`config.mk`:
```
export PLATFORM = sky130hd
export DESIGN_NAME = lcs_ctrl
export DESIGN_NICKNAME = d
export VERILOG_FILES = /design/src/rtl/lcs_pkg.sv /design/src/rtl/lcs_sync.sv /design/src/rtl/lcs_dac_track.sv /design/src/rtl/lcs_phase_gen.sv /design/src/rtl/lcs_ctrl.sv
export SDC_FILE = /design/constraint.sdc
export NUM_CORES = 1
export LEC_CHECK = 0
export BUFFER_PORTS_ARGS = -buffer_cell sky130_fd_sc_hd__clkbuf_2
export CORE_UTILIZATION = 30
export DETAILED_ROUTE_END_ITERATION = 6
export MAX_ROUTING_LAYER = met4
export PLACE_DENSITY = 0.54
export SLEW_MARGIN = 20
export SYNTH_ARGS = -nofsm -noshare
export SYNTH_HDL_FRONTEND = slang
export SYNTH_SLANG_ARGS = --single-unit
```
`constraint.sdc`:
```
create_clock -name clk -period 6 [get_ports clk]
set_input_delay 0.3 -clock clk [delete_from_list [all_inputs] [get_ports clk]]
set_output_delay 0.3 -clock clk [all_outputs]
set_load 0.02 [all_outputs]
```
`src/rtl/lcs_pkg.sv`:
```
// Package lcs_pkg
// Shared types for the level-crossing step sequencer.
// Assumes: one controller clock domain.
package lcs_pkg;

    // Direction of a DAC step requested for the current edge
    typedef enum logic [1:0] {
        STEP_NONE = 2'd0,
        STEP_UP   = 2'd1,
        STEP_DN   = 2'd2
    } step_e;

endpackage

```
`src/rtl/lcs_sync.sv`:
```
// Module lcs_sync
// Multi-stage synchronizer for asynchronous comparator bits.
// Assumes: inputs are level signals held for at least one clock period;
// STAGES >= 2. Resets every stage to zero.
module lcs_sync #(
    parameter int W      = 2,
    parameter int STAGES = 2
) (
    input  logic         clk,
    input  logic         rst_n,
    input  logic [W-1:0] d,
    output logic [W-1:0] q
);

    logic [W-1:0] stage_q [STAGES];

    generate
        for (genvar s = 0; s < STAGES; s++) begin : g_stage
            if (s == 0) begin : g_first
                // First stage captures the raw asynchronous value
                always_ff @(posedge clk) begin
                    if (!rst_n) stage_q[0] <= '0;
                    else        stage_q[0] <= d;
                end
            end else begin : g_next
                // Later stages shift the value along the chain
                always_ff @(posedge clk) begin
                    if (!rst_n) stage_q[s] <= '0;
                    else        stage_q[s] <= stage_q[s-1];
                end
            end
        end
    endgenerate

    assign q = stage_q[STAGES-1];

endmodule

```
`src/rtl/lcs_dac_track.sv`:
```
// Module lcs_dac_track
// Saturating up/down register holding the DAC code.
// Assumes: at most one step request per cycle; the code never wraps.
module lcs_dac_track
    import lcs_pkg::*;
#(
    parameter int DAC_W     = 6,
    parameter int INIT_CODE = 32
) (
    input  logic             clk,
    input  logic             rst_n,
    input  step_e            step,
    output logic [DAC_W-1:0] code
);

    localparam logic [DAC_W-1:0] CODE_MAX = '1;
    localparam logic [DAC_W-1:0] CODE_MIN = '0;
    localparam logic [DAC_W-1:0] CODE_RST = INIT_CODE[DAC_W-1:0];

    // Apply a one-step move, clamped at both ends of the range
    always_ff @(posedge clk) begin
        if (!rst_n) begin
            code <= CODE_RST;
        end else begin
            case (step)
                STEP_UP: if (code != CODE_MAX) code <= code + 1'b1;
                STEP_DN: if (code != CODE_MIN) code <= code - 1'b1;
                default: ;
            endcase
        end
    end

    // a down step at the floor keeps the floor
    a_r3_floor_hold: assert property (@(posedge clk) disable iff (!rst_n)
        (step == STEP_DN && code == CODE_MIN) |=> (code == CODE_MIN));

    // an up step at the ceiling keeps the ceiling
    a_r3_ceil_hold: assert property (@(posedge clk) disable iff (!rst_n)
        (step == STEP_UP && code == CODE_MAX) |=> (code == CODE_MAX));

endmodule

```
`src/rtl/lcs_phase_gen.sv`:
```
// Module lcs_phase_gen
// Gated-oscillator model and edge counter: runs SEQ cycles after a start
// and forms NPH registered, non-overlapping phases with GAP idle cycles
// before each one.
// Assumes: start is only raised while run is low; GAP >= 1, PH_LEN >= 1.
module lcs_phase_gen #(
    parameter int PH_LEN = 3,
    parameter int GAP    = 1,
    parameter int NPH    = 4
) (
    input  logic           clk,
    input  logic           rst_n,
    input  logic           start,
    output logic           run,
    output logic [NPH-1:0] ph
);

    localparam int SLOT  = PH_LEN + GAP;
    localparam int SEQ   = NPH * SLOT + GAP;
    localparam int CNT_W = $clog2(SEQ);
    localparam logic [CNT_W-1:0] CNT_LAST = CNT_W'(SEQ - 1);

    logic [CNT_W-1:0] cnt, cnt_n;
    logic             run_n;
    logic [NPH-1:0]   ph_n;

    // Next count and gate: load on start, advance while running, stop at end
    always_comb begin
        run_n = run;
        cnt_n = cnt;
        if (start) begin
            run_n = 1'b1;
            cnt_n = '0;
        end else if (run) begin
            if (cnt == CNT_LAST) begin
                run_n = 1'b0;
                cnt_n = '0;
            end else begin
                cnt_n = cnt + 1'b1;
            end
        end
    end

    generate
        for (genvar k = 0; k < NPH; k++) begin : g_phase
            localparam logic [CNT_W-1:0] LO = CNT_W'(k * SLOT + GAP);
            localparam logic [CNT_W-1:0] HI = CNT_W'(k * SLOT + GAP + PH_LEN);
            // Window decode of phase k from the next count value
            always_comb ph_n[k] = run_n && (cnt_n >= LO) && (cnt_n < HI);
        end
    endgenerate

    // Register gate, count and phases so that the phase outputs are glitch-free
    always_ff @(posedge clk) begin
        if (!rst_n) begin
            run <= 1'b0;
            cnt <= '0;
            ph  <= '0;
        end else begin
            run <= run_n;
            cnt <= cnt_n;
            ph  <= ph_n;
        end
    end

    // phases never overlap
    a_r5_no_overlap: assert property (@(posedge clk) disable iff (!rst_n)
        $onehot0(ph));

    // no phase activity while the oscillator is gated off
    a_r6_quiet_idle: assert property (@(posedge clk) disable iff (!rst_n)
        !run |-> (ph == '0));

    // a run ends only after the final count
    a_r4_full_length: assert property (@(posedge clk) disable iff (!rst_n)
        $fell(run) |-> ($past(cnt) == CNT_LAST));

endmodule

```
`src/rtl/lcs_ctrl.sv`:
```
// Module lcs_ctrl (top)
// Level-crossing converter controller: synchronizes the two comparator
// outputs, starts one step sequence per served crossing, emits the event
// pulse, steps the DAC code, and re-arms after the final reset phase so
// that a comparator held high keeps producing events.
// Assumes: comparator outputs are asynchronous levels; up wins over down.
module lcs_ctrl
    import lcs_pkg::*;
#(
    parameter int DAC_W       = 6,
    parameter int INIT_CODE   = 32,
    parameter int PH_LEN      = 3,
    parameter int GAP         = 1,
    parameter int SYNC_STAGES = 2
) (
    input  logic             clk,
    input  logic             rst_n,
    input  logic             cmp_up_a,
    input  logic             cmp_dn_a,
    output logic             osc_en,
    output logic             ph_ref,
    output logic             ph_ofs,
    output logic             ph_norm,
    output logic             ph_rst,
    output logic [DAC_W-1:0] dac_code,
    output logic             ev_up,
    output logic             ev_dn
);

    localparam int NPH = 4;
    localparam logic [DAC_W-1:0] CODE_MAX = '1;
    localparam logic [DAC_W-1:0] CODE_MIN = '0;

    logic [1:0]     cmp_s;
    logic           up_s, dn_s;
    logic           start;
    step_e          step;
    logic [NPH-1:0] ph;

    lcs_sync #(
        .W      (2),
        .STAGES (SYNC_STAGES)
    ) sync_i (
        .clk   (clk),
        .rst_n (rst_n),
        .d     ({cmp_dn_a, cmp_up_a}),
        .q     (cmp_s)
    );

    assign up_s = cmp_s[0];
    assign dn_s = cmp_s[1];

    // Serve a crossing only from idle; up has priority when both are raised
    always_comb begin
        start = !osc_en && (up_s || dn_s);
        if (!start)    step = STEP_NONE;
        else if (up_s) step = STEP_UP;
        else           step = STEP_DN;
    end

    lcs_phase_gen #(
        .PH_LEN (PH_LEN),
        .GAP    (GAP),
        .NPH    (NPH)
    ) phase_i (
        .clk   (clk),
        .rst_n (rst_n),
        .start (start),
        .run   (osc_en),
        .ph    (ph)
    );

    lcs_dac_track #(
        .DAC_W     (DAC_W),
        .INIT_CODE (INIT_CODE)
    ) dac_i (
        .clk   (clk),
        .rst_n (rst_n),
        .step  (step),
        .code  (dac_code)
    );

    assign ph_ref  = ph[0];
    assign ph_ofs  = ph[1];
    assign ph_norm = ph[2];
    assign ph_rst  = ph[3];

    // One-cycle event pulse on the edge that starts the sequence
    always_ff @(posedge clk) begin
        if (!rst_n) begin
            ev_up <= 1'b0;
            ev_dn <= 1'b0;
        end else begin
            ev_up <= (step == STEP_UP);
            ev_dn <= (step == STEP_DN);
        end
    end

    // an up event moves the code one step up below the ceiling
    a_r1_up_step: assert property (@(posedge clk) disable iff (!rst_n)
        (ev_up && $past(dac_code) != CODE_MAX) |-> (dac_code == $past(dac_code) + 1'b1));

    // a down event moves the code one step down above the floor
    a_r2_dn_step: assert property (@(posedge clk) disable iff (!rst_n)
        (ev_dn && $past(dac_code) != CODE_MIN) |-> (dac_code == $past(dac_code) - 1'b1));

    // never both directions in one sequence
    a_r8_one_dir: assert property (@(posedge clk) disable iff (!rst_n)
        !(ev_up && ev_dn));

    // every event coincides with the oscillator gate rising
    a_r4_ev_opens_osc: assert property (@(posedge clk) disable iff (!rst_n)
        (ev_up || ev_dn) |-> $rose(osc_en));

    // the oscillator gate only rises together with an event
    a_r4_osc_needs_ev: assert property (@(posedge clk) disable iff (!rst_n)
        $rose(osc_en) |-> (ev_up || ev_dn));

    // the code is frozen while a sequence is in progress
    a_r10_code_frozen: assert property (@(posedge clk) disable iff (!rst_n)
        (osc_en && $past(osc_en)) |-> $stable(dac_code));

endmodule

```
Yosys cells after proc, flatten, opt, wreduce, memory -nomap -nowiden
Memories as Yosys holds them, arrays and structs flattened.
Index checks and enable logic that the tools add are counted.
- $lt $le $gt $ge: 8
- reductions and logical operators: 14
- muxes and demuxes: 15
- add/sub/neg operators: 3
- bitwise operators: 2
- equality and inequality tests: 6
- operators with widths (kind ; number):
    $mux 5 ; 3
    $mux 6 ; 2
    $pmux 6 s2 ; 1
    $ge 5x4->1 const B ; 2
    $lt 5x4->1 const B ; 2
    $logic_and 1x1->1 ; 9
    $mux 2 ; 4
    $add 6x1->6 const B ; 1
    $ne 6x6->1 const B ; 1
    $reduce_bool 6->1 ; 1
    $sub 6x1->6 const B ; 1
    $add 5x1->5 const B ; 1
    $eq 5x5->1 const B ; 1
    $ge 5x1->1 const B ; 1
    $ge 5x3->1 const B ; 1
    $lt 5x3->1 const B ; 1
    $lt 5x5->1 const B ; 1
    $mux 1 ; 5
    $ne 2x1->1 const B ; 2
    $reduce_and 3->1 ; 1
    $eq 2x1->1 const B ; 1
    $eq 2x2->1 const B ; 1
    $or 1x1->1 ; 2
    $reduce_bool 2->1 ; 1
    other kinds (2) ; 2
- bits of input ports: 4
- RAM bits: 4
- register bits after elaboration: 18
- output and inout port bits: 13
- memories: 1
- memory list (memory ; words ; width ; read ports ; clocked after Yosys merged registers in ; wr ports ; RTL line ; source):
    sync_i.stage_q ; 2 ; 2 ; 2 ; 0 ; 2 ; lcs_sync.sv:15 ; logic [W-1:0] stage_q [STAGES];

Longest topological paths before layout
Gate-level depths: netlist of the first run.
- depth after elaboration: 7
- mapped depth: 9
- depth with buffers taken out: 8

By module
A second synthesis of the first run with hierarchy kept.
- cells, all modules: 122
- area, all modules: 1121.1 µm²
- modules (own cells, without submodules) (module ; cells each ; sequential area each (µm²) ; area an instance (µm²) ; times used):
    lcs_phase_gen ; 56 ; 200.2 ; 511.7 ; 1
    lcs_dac_track ; 51 ; 120.1 ; 419.2 ; 1
    lcs_sync ; 8 ; 80.1 ; 105.1 ; 1
    lcs_ctrl ; 7 ; 40.0 ; 85.1 ; 1

Worst setup path after synthesis of the first run
OpenSTA, ideal clock, no wires.
- path kind: register -> register
- start: register phase_i.run
- end: register dac_i.code[5]
- path slack: 3604 ps
- setup time: 123 ps
- cell stages (with the launch flop): 10
- arrival: 2273 ps
- period minus slack after synthesis: 2396 ps
- buffers on the path: 1
- required time: 5877 ps
- path through: dfxtp_1 or3b_1 buf_6 inv_1 ha_1 a211oi_1 nor2_1 and3_1 o31ai_1 mux2_1
- longest elaborated chain between the ends: 6
- elaborated cells between the ends (all ways): 10
- those cells by class: eq/ne: 4; mux: 2; reduce/logical: 4
- RTL lines (what ; RTL line ; source):
    start: declaration ; lcs_phase_gen.sv:14 ; output logic run,
    start signal: assignment ; lcs_phase_gen.sv:60 ; run <= run_n;
    $logic_not 1->1 * ; lcs_ctrl.sv:55 ; start = !osc_en && (up_s || dn_s);
    $logic_and 1x1->1 * ; lcs_ctrl.sv:55 ;
    $mux 2 * ; lcs_ctrl.sv:56 ; if (!start) step = STEP_NONE;
    $eq 2x2->1 / $eq 2x1->1 (equally long branches) ; lcs_dac_track.sv:25 ; case (step)
    $ne 2x1->1 (no line) / $reduce_bool 2->1 (equally long branches) ; - ;
    $reduce_and 3->1 (no line) ; - ;
    end signal: assignment ; lcs_dac_track.sv:26 ; STEP_UP: if (code != CODE_MAX) code <= code + 1'b1;
    end signal: assignment ; lcs_dac_track.sv:27 ; STEP_DN: if (code != CODE_MIN) code <= code - 1'b1;
    end: declaration ; lcs_dac_track.sv:13 ; output logic [DAC_W-1:0] code
Every way passes the cells marked *; elsewhere a longest branch is shown, timed or not.
A chain may end at the register's enable or synchronous reset.

Final worst setup path of the first run
Same ends and word-level chain as after synthesis.

==> impl_metrics.ini, run 1 <==
[clocking]
htreeDepth = 1
numClockSinks = 22
cts_resized = 0
post_cts_buffers = 0
cts_buffers = 3
clk_pin_slew_ns = 0.12
clk_path_buf_depth = 2
cts_tree = done
clock_latency_ns = 0.30
ctsHoldBuffers = 0
cts_root_buffer = clkbuf_4

[place]
globalplace.congestion = 0.892
post-place-cells = 173
io_buffers = 16
dp_hpwl_um = 1490
placed_cell_area_mm2 = 0.00117

[yosys]
netlist.top_cell.by_area = dfxtp_1
synth_cell_types = 37
syn_area_mm2 = 0.00106
synth_area_per_cell_um2 = 9.20
synth_area_leaders = dfxtp_1 42%, ha_1 7.1%, nor2_1 3.9%
syn-num-nets = 126
synth_top_area_share = 0.416
synth-seq-cells = 22
synthCells = 115
yosysWarnings = 0
seq_area_frac_synth = 0.416

[layout]
nFillCells = 378
post-route-util = 0.358
area_delta_synth_final_pct = 13.8
drive_above_1_share = 0.160
finalInstanceArea_mm2 = 0.00120
fin_nets = 143
final_cells = 177
regArea_um2 = 440
diodes = 0
multi_input_area_um2 = 568

[floorplanning]
initial_core_util = 0.315
core_mm2 = 0.00336
die_w_um = 61.4
fp.dieH_um = 61.4
rows = 21
dieArea_mm2 = 0.00377
pin_count = 17

[drt]
via_count = 824
ant_nets = 0
viasPerCell = 4.66
drtPass1Iterations = 4
drt-initial-drc-count = 22
wl_per_cell_um = 11.1
totalWireLength_um = 1970
drc = 0

[timing]
slew_violations = 0
tns_ns = 0
worst-slew-pin-transition_ns = 0.477
slew-limit-headroom = 0.682
min_period_over_period = 0.431
worst_clock_skew_ns = 0.00536
rsz0062_at_grt = no
hold_viol = 0
fmax_mhz = 387
setup_viol = 0
fin_crit_ns = 2.59

[worst_setup_path]
path_max_fanout = 12
crit_type = register to register
startpoint = phase_i.run
cpPeakStageDelay_ns = 0.53
slowest_stage = or3b_1
cp.required_ns = 6.20
end_kind = register
path_cells = or3b_1, inv_1, ha_1, a211oi_1, nor2_1, and3_1, o31ai_1, mux2_1
cp_data_arrival_time_ns = 2.79
r2r_start = phase_i.run
cp-start-kind = register

[run_status]
status = complete, no violations

[power_and_ir_drop]
power.leakage_nw = 0.494
p_switching_mw = 0.0721
p_comb_frac = 0.135
ir_drop_mv = 0.102
clkPwrFrac = 0.290
finalPower_mw = 0.275
cellPowerDensity_mw_per_mm2 = 228
pwr-share-seq = 0.575
internal_power_mw = 0.203
netSwitchingFraction = 0.263

[global_routing]
grt_overflow = 0
grtUsageTotal = 0.126
grt_pass1_vias = 726
grt_pass1_wl_um = 3310
antenna_found_initial = 0
grt_max_degree = 13

[worst_hold_path]
hold_path.class = input pin to register
min-delay-start = cmp_up_a

[run]
cap_violations = 0
## layout by cell type, fill, tap and decap left out, drive strengths merged, types with 5 or more instances in the layout
master / netlist / routed
and2: 5 / 5
inv: 6 / 6
dfxtp: 22 / 22
clkbuf: 1 / 20
ha: 6 / 6
o21ai: 6 / 6
nor2: 11 / 11
a21oi: 7 / 7
nand2: 5 / 5
nor3: 7 / 7
## path summary, 6_finish.rpt
path                            cells after the start  slack, ns              endpoint
worst max-delay path                                8       3.41         dac_i.code[5]
worst min-delay path                                2       0.19  sync_i.stage_q[0][0]
worst max register to register                      8       3.41         dac_i.code[5]
worst min register to register                      1       0.44  sync_i.stage_q[1][1]
## area by class of cell
cell class | count | share of cell area
multi-input combinational | 83 | 0.471
tap | 46 | 0.0478
sequential | 22 | 0.366
clock buffer | 4 | 0.0301
inverter | 6 | 0.0187
timing repair buffer | 16 | 0.0665
## per-stage QoR
step	hold WS, ns	setup WS, ns
CTS	0.183	3.40
global route	0.181	3.26
global placement	0.411	3.47
floorplan	0.406	3.60
detailed placement	0.413	3.42
finish	0.193	3.41
## critical path: cells and delay by family, from the launching register on
family | cells | cell delay, ns
compound gates | 2 | 0.48
flops | 1 | 0.43
fa+ha+maj | 1 | 0.27
mux | 1 | 0.34
buf+inv | 1 | 0.17
simple gates | 3 | 0.82
## power by group through the flow
stage / Combinational, mW / Sequential (mW) / Clock (mW)
after floorplan: 0.0262 / 0.163 / 0
after global placement: 0.0361 / 0.161 / 0
after detailed placement: 0.0369 / 0.161 / 0
after CTS: 0.0370 / 0.158 / 0.0835
after global routing: 0.0416 / 0.159 / 0.0882
final: 0.0370 / 0.158 / 0.0797
## Yosys cell counts
library cell,n
clkbuf_1,1
inv_1,6
mux2_1,1
nand2b_1,2
a21oi_1,7
fa_1,1
nand2_1,5
nand3b_1,1
nor2_1,11
nor2b_1,1
mux2i_1,2
o211a_1,1
o31ai_1,2
nor4b_2,1
nor4_1,3
nor3_1,7
ha_1,6
o21bai_1,1
nand4_1,3
buf_2,1
buf_6,1
nor3b_1,1
nand3_1,1
nand4b_1,1
dfxtp_1,22
o2111a_1,1
and3_1,1
a211oi_1,3
or3b_1,1
buf_4,1
nand4bb_1,1
xnor2_1,1
a21o_1,1
and2_1,5
o21ai_0,6
xor2_1,3
o21a_1,2
## state kept, by name, indices dropped and copies added (netlist names)
name / count
dac_i.code: 6
ev_dn: 1
ev_up: 1
phase_i.cnt: 5
phase_i.ph: 4
phase_i.run: 1
sync_i.stage_q: 4
## routing by layer
| metal | global-route usage | part of all wire | wire length [um] |
|---|---|---|---|
| met1 | 0.169 | 0.52 | 1010 |
| met2 | 0.180 | 0.44 | 858 |
| met3 | 0.0252 | 0.039 | 76 |
| met4 | 0.0571 | 0.0097 | 19 |
| met5 | - | 0 | 0 |
## cell families after synthesis
kind of cell / after synthesis / synth area share
and+or+nand+nor: 45 / 0.239
AOI/OAI and AO/OA: 24 / 0.145
DFF: 22 / 0.416
buffers and inverters: 10 / 0.0473
adders and majority gates: 7 / 0.0898
xor gates and xnor gates: 4 / 0.0331
muxes: 3 / 0.0296
No activity file was read; power rests on OpenSTA's default activity.
==> run 2: changes to the inputs <==
- PLACE_DENSITY: 0.54 -> 0.55
- clock period: 6 -> 2.3 ns (I/O delays scaled with it)
==> run 2 against run 1 <==
Via count grew 7.9%. Total power grew to 2.5 times the previous value. Critical path type unchanged. Final area grew 3.2%. Final cell count grew 1.7%. First-iteration DRC count grew 14%. Critical endpoint unchanged.
==> impl_metrics.ini, run 2 (same netlist as run 1, synthesis figures left out) <==
[timing]
slew_violations = 0
worst_clock_skew_ns = 0.00169
min_period_over_period = 0.960
tns_ns = 0
hold_viol = 0
fmax_mhz = 453
worst-slew-pin-transition_ns = 0.463
setup_viol = 0
fin_crit_ns = 2.21
slew-limit-headroom = 0.692

[place]
dp_hpwl_um = 1540
io_buffers = 16
globalplace.congestion = 0.779

[layout]
top_regs = dac_i.code (6), phase_i.cnt (5)
area_delta_synth_final_pct = 17.5
post-route-util = 0.370
fin_nets = 147
mostFrequentLayoutCells = 20 x dfxtp_1, 16 x clkbuf_2, 10 x nor2_1, 7 x nor3_1, 7 x a21oi_1
diodes = 0
largest_register_ffs = 6
final_common_cell = dfxtp_1
regMostFlops = dac_i.code
drive_above_1_share = 0.224

[run_status]
status = complete, no violations

[worst_hold_path]
hold_path.class = input pin to register
hold_depth = 2

[floorplanning]
die_w_um = 61.4
initial_core_util = 0.315
rows = 21
pin_count = 17
dieArea_mm2 = 0.00377
fp.dieH_um = 61.4
core_mm2 = 0.00336

[worst_setup_path]
end_kind = register
startpoint = sync_i.stage_q[1][1]
cpPeakStageDelay_ns = 0.40
cp.required_ns = 2.49
reg2reg_setup_slack_ns = 0.09
crit_type = register to register
cp_data_arrival_time_ns = 2.40
path_cells = or3b_4, inv_4, ha_1, a211oi_2, nor2_2, and3_1, o31ai_2, mux2_1
path_max_fanout = 4
r2r_cells = 8
cp-endpoint = dac_i.code[5]
cp-start-kind = register
timing.rr.end = dac_i.code[5]
slowest_stage = or3b_4
r2r_start = sync_i.stage_q[1][1]

[drt]
drc = 0
wl_per_cell_um = 11.5
drt-initial-drc-count = 25
via_count = 889
ant_nets = 0
drtPass1Iterations = 4
viasPerCell = 4.94
totalWireLength_um = 2080

[clocking]
numClockSinks = 22
cts_buffers = 3
clk_pin_slew_ns = 0.11
cts_root_buffer = clkbuf_4
clock_latency_ns = 0.29
cts_tree = done
clk_path_buf_depth = 2
htreeDepth = 1

[global_routing]
antenna_found_initial = 0
grt_pass1_vias = 836
grt_pass1_wl_um = 3520
grtUsageTotal = 0.131
grt_max_degree = 13
grt_overflow = 0

[power_and_ir_drop]
cellPowerDensity_mw_per_mm2 = 553
ir_drop_mv = 0.238
power.leakage_nw = 0.503

[run]
cap_violations = 0
run 2: changes by cell type in the layout (fill, tap and decap cells not counted), sizes merged:
| cell | before | now |
|---|---|---|
| buf | 0 | 3 |
| clkbuf | 20 | 19 |
| dlygate4sd3 | 0 | 1 |
run 2: per-stage QoR:
stage	cells	setup WS, ns	hold slack [ns]	cell area (um^2)	power, mW
3_5_place_dp	176	-0.00976	0.327	1190	0.522
3_3_place_gp	176	0.0716	0.321	1190	0.519
6_report	180	0.0911	0.0160	1240	0.687
2_1_floorplan	115	0.0102	0.237	1060	0.494
4_1_cts	179	0.0300	0.0108	1220	0.690
5_1_grt	180	-0.00102	0.0311	1240	0.726
run 2: where the power goes:
group	switching (mW)	leakage [nW]	internal (mW)	total, mW
logic	0.0659	0.310	0.0441	0.110
clock network	0.107	0.0138	0.0609	0.168
registers	0.0143	0.180	0.395	0.409
total	0.188	0.503	0.500	0.687
run 2: layout make-up:
class	instances	area, um^2
clock buffer	3	22.5
fill	369	2120
inverter	6	25.0
multi-input combinational	83	583
sequential	22	443
tap	46	57.6
timing repair buffer	20	113
run 2: critical path: cells and delay by family (launching register included):
kind | cells | cell delay (ns)
compound gates | 2 | 0.41
fa+ha+maj | 1 | 0.25
buf+inv | 1 | 0.08
flops | 1 | 0.35
mux | 1 | 0.34
simple gates | 3 | 0.67
run 2: routing by layer:
| layer | track usage | wire length [um] | vias to the layer above | share of wire |
|---|---|---|---|---|
| met2 | 0.214 | 982 | 20 | 0.47 |
| met5 | - | 0 | - | 0 |
| met4 | 0.0381 | 16 | 0 | 0.0077 |
| met3 | 0.0378 | 80 | 2 | 0.039 |
| met1 | 0.157 | 997 | 418 | 0.48 |
| li1 | - | - | 449 | - |
run 2: timing repair:
action / CTS / global route
endpoints found under the hold margin: 0 / 1
hold buffers: 0 / 1
gates resized for setup: 2 / 5
pin swaps: 0 / 1
setup endpoints to repair: 1 / 1
buffers inserted: 0 / 0
run 2: how the worst min path moves through the flow:
stage | from | to | slack, ns
2_1_floorplan | rst_n | sync_i.stage_q[0][0] | 0.24
3_3_place_gp | cmp_up_a | sync_i.stage_q[0][0] | 0.32
3_5_place_dp | cmp_up_a | sync_i.stage_q[0][0] | 0.33
4_1_cts | cmp_up_a | sync_i.stage_q[0][0] | 0.01
5_1_grt | cmp_up_a | sync_i.stage_q[0][0] | 0.03
6_report | cmp_up_a | sync_i.stage_q[0][0] | 0.02
==> run 3: changes to the inputs <==
- CORE_UTILIZATION: 30 -> 49
- PLACE_DENSITY: 0.55 -> 0.79
==> run 3 against run 2 <==
Hold slack worse by 0.0079 ns. Sequential share of layout area is 0.11 points lower. Setup slack better by 0.017 ns. Critical path depth stayed put. Clock power is 76% higher. Final area is 0.30% higher. Sequential power hardly changed. Critical endpoint unchanged. Highest routed layer is now met3.
==> impl_metrics.ini, run 3 (same netlist as run 1, synthesis figures left out) <==
[drt]
drtPass1Iterations = 4
drc = 0
ant_nets = 0
viasPerCell = 5.38
drt-initial-drc-count = 20
totalWireLength_um = 2110
wl_per_cell_um = 13.0
via_count = 872

[clocking]
ctsHoldBuffers = 0
numClockSinks = 22
htreeDepth = 1
cts_tree = done
cts_root_buffer = clkbuf_4
clock_latency_ns = 0.30
cts_buffers = 3
clk_path_buf_depth = 2
clk_pin_slew_ns = 0.13

[worst_setup_path]
path_max_fanout = 4
crit_type = register to register
cp-start-kind = register
reg2reg_setup_slack_ns = 0.11
r2r_cells = 8
cp_data_arrival_time_ns = 2.39
cp.required_ns = 2.50
end_kind = register

[timing]
worst_clock_skew_ns = 0.00425
min_period_over_period = 0.953
worst-slew-pin-transition_ns = 0.470
fin_ws_ns = 0.108
slew-limit-headroom = 0.686
slew_violations = 0
setup_viol = 0
hold_viol = 0
fmax_mhz = 456
tns_ns = 0
fin_crit_ns = 2.19

[layout]
fin_nets = 147
post-route-util = 0.623
final_common_cell = dfxtp_1
largest_register_ffs = 6
diodes = 0
drive_above_1_share = 0.237
top_regs = dac_i.code (6), phase_i.cnt (5)
mostFrequentLayoutCells = 20 x dfxtp_1, 16 x clkbuf_2, 10 x nor2_1, 7 x nor3_1, 7 x a21oi_1
regMostFlops = dac_i.code
area_delta_synth_final_pct = 17.8

[place]
dp_slack_ns = 0.0318
dp_hpwl_um = 1470
globalplace.congestion = 0.805
io_buffers = 16

[floorplanning]
die_w_um = 48.5
initial_core_util = 0.529
dieArea_mm2 = 0.00235
fp.dieH_um = 48.5
core_mm2 = 0.00200
rows = 16
pin_count = 17

[global_routing]
grt_overflow = 0
grtUsageTotal = 0.202
grt_max_degree = 14
grt_pass1_wl_um = 3630
antenna_found_initial = 0
grt_pass1_vias = 887

[worst_hold_path]
hold_path.class = input pin to register
hold_depth = 2

[power_and_ir_drop]
ir_drop_mv = 0.425
finalPower_mw = 0.814
cellPowerDensity_mw_per_mm2 = 653
power.leakage_nw = 0.518

[run_status]
status = complete, no violations

[run]
cap_violations = 0
[run 3: path summary, 6_finish.rpt]
kind,from,endpoint
max reg2reg,phase_i.run,dac_i.code[5]
max,phase_i.run,dac_i.code[5]
min,cmp_up_a,sync_i.stage_q[0][0]
min reg2reg,sync_i.stage_q[0][1],sync_i.stage_q[1][1]
[run 3: per-stage QoR]
step,instances,hold WS [ns],area (um^2)
finish,162,0.00812,1250
global route,162,0.0102,1250
CTS,162,0.00161,1240
detailed placement,157,0.323,1170
floorplan,115,0.237,1060
global placement,157,0.320,1170
[run 3: power by group]
part	leakage, nW	total [mW]	switching [mW]	internal, mW
registers	0.180	0.410	0.0147	0.395
logic	0.311	0.110	0.0662	0.0441
clock network	0.0279	0.295	0.119	0.176
[run 3: per-layer routing]
layer / wire (um) / GRT usage
met1: 1070 / 0.264
met2: 972 / 0.324
met3: 58 / 0.0409
met4: 0 / 0.0490
met5: 0 / -
[run 3: timing repair]
| action | in CTS | in global routing |
|---|---|---|
| gates resized for setup | 3 | 4 |
| setup endpoints to repair | 1 | 1 |
| setup buffers | 1 | 0 |
| pin swaps | 2 | 2 |
| cloned | 0 | 0 |
[run 3: worst max-delay path, stage by stage (launching register included)]
cell and delay, ns:
dfxtp_2 0.34, or3b_4 0.41, inv_4 0.08, ha_1 0.25
a211oi_2 0.22, nor2_2 0.07, and3_1 0.19, o31ai_2 0.18
mux2_1 0.35
[run 3: layout make-up]
class	instances	area, um^2
well taps	27	33.8
clock inverters	1	30.0
repair buffers	20	110
flip-flops and latches	22	443
clock buffers	3	22.5
multi-input cells	83	583
inverters	6	25.0
fillers	182	754
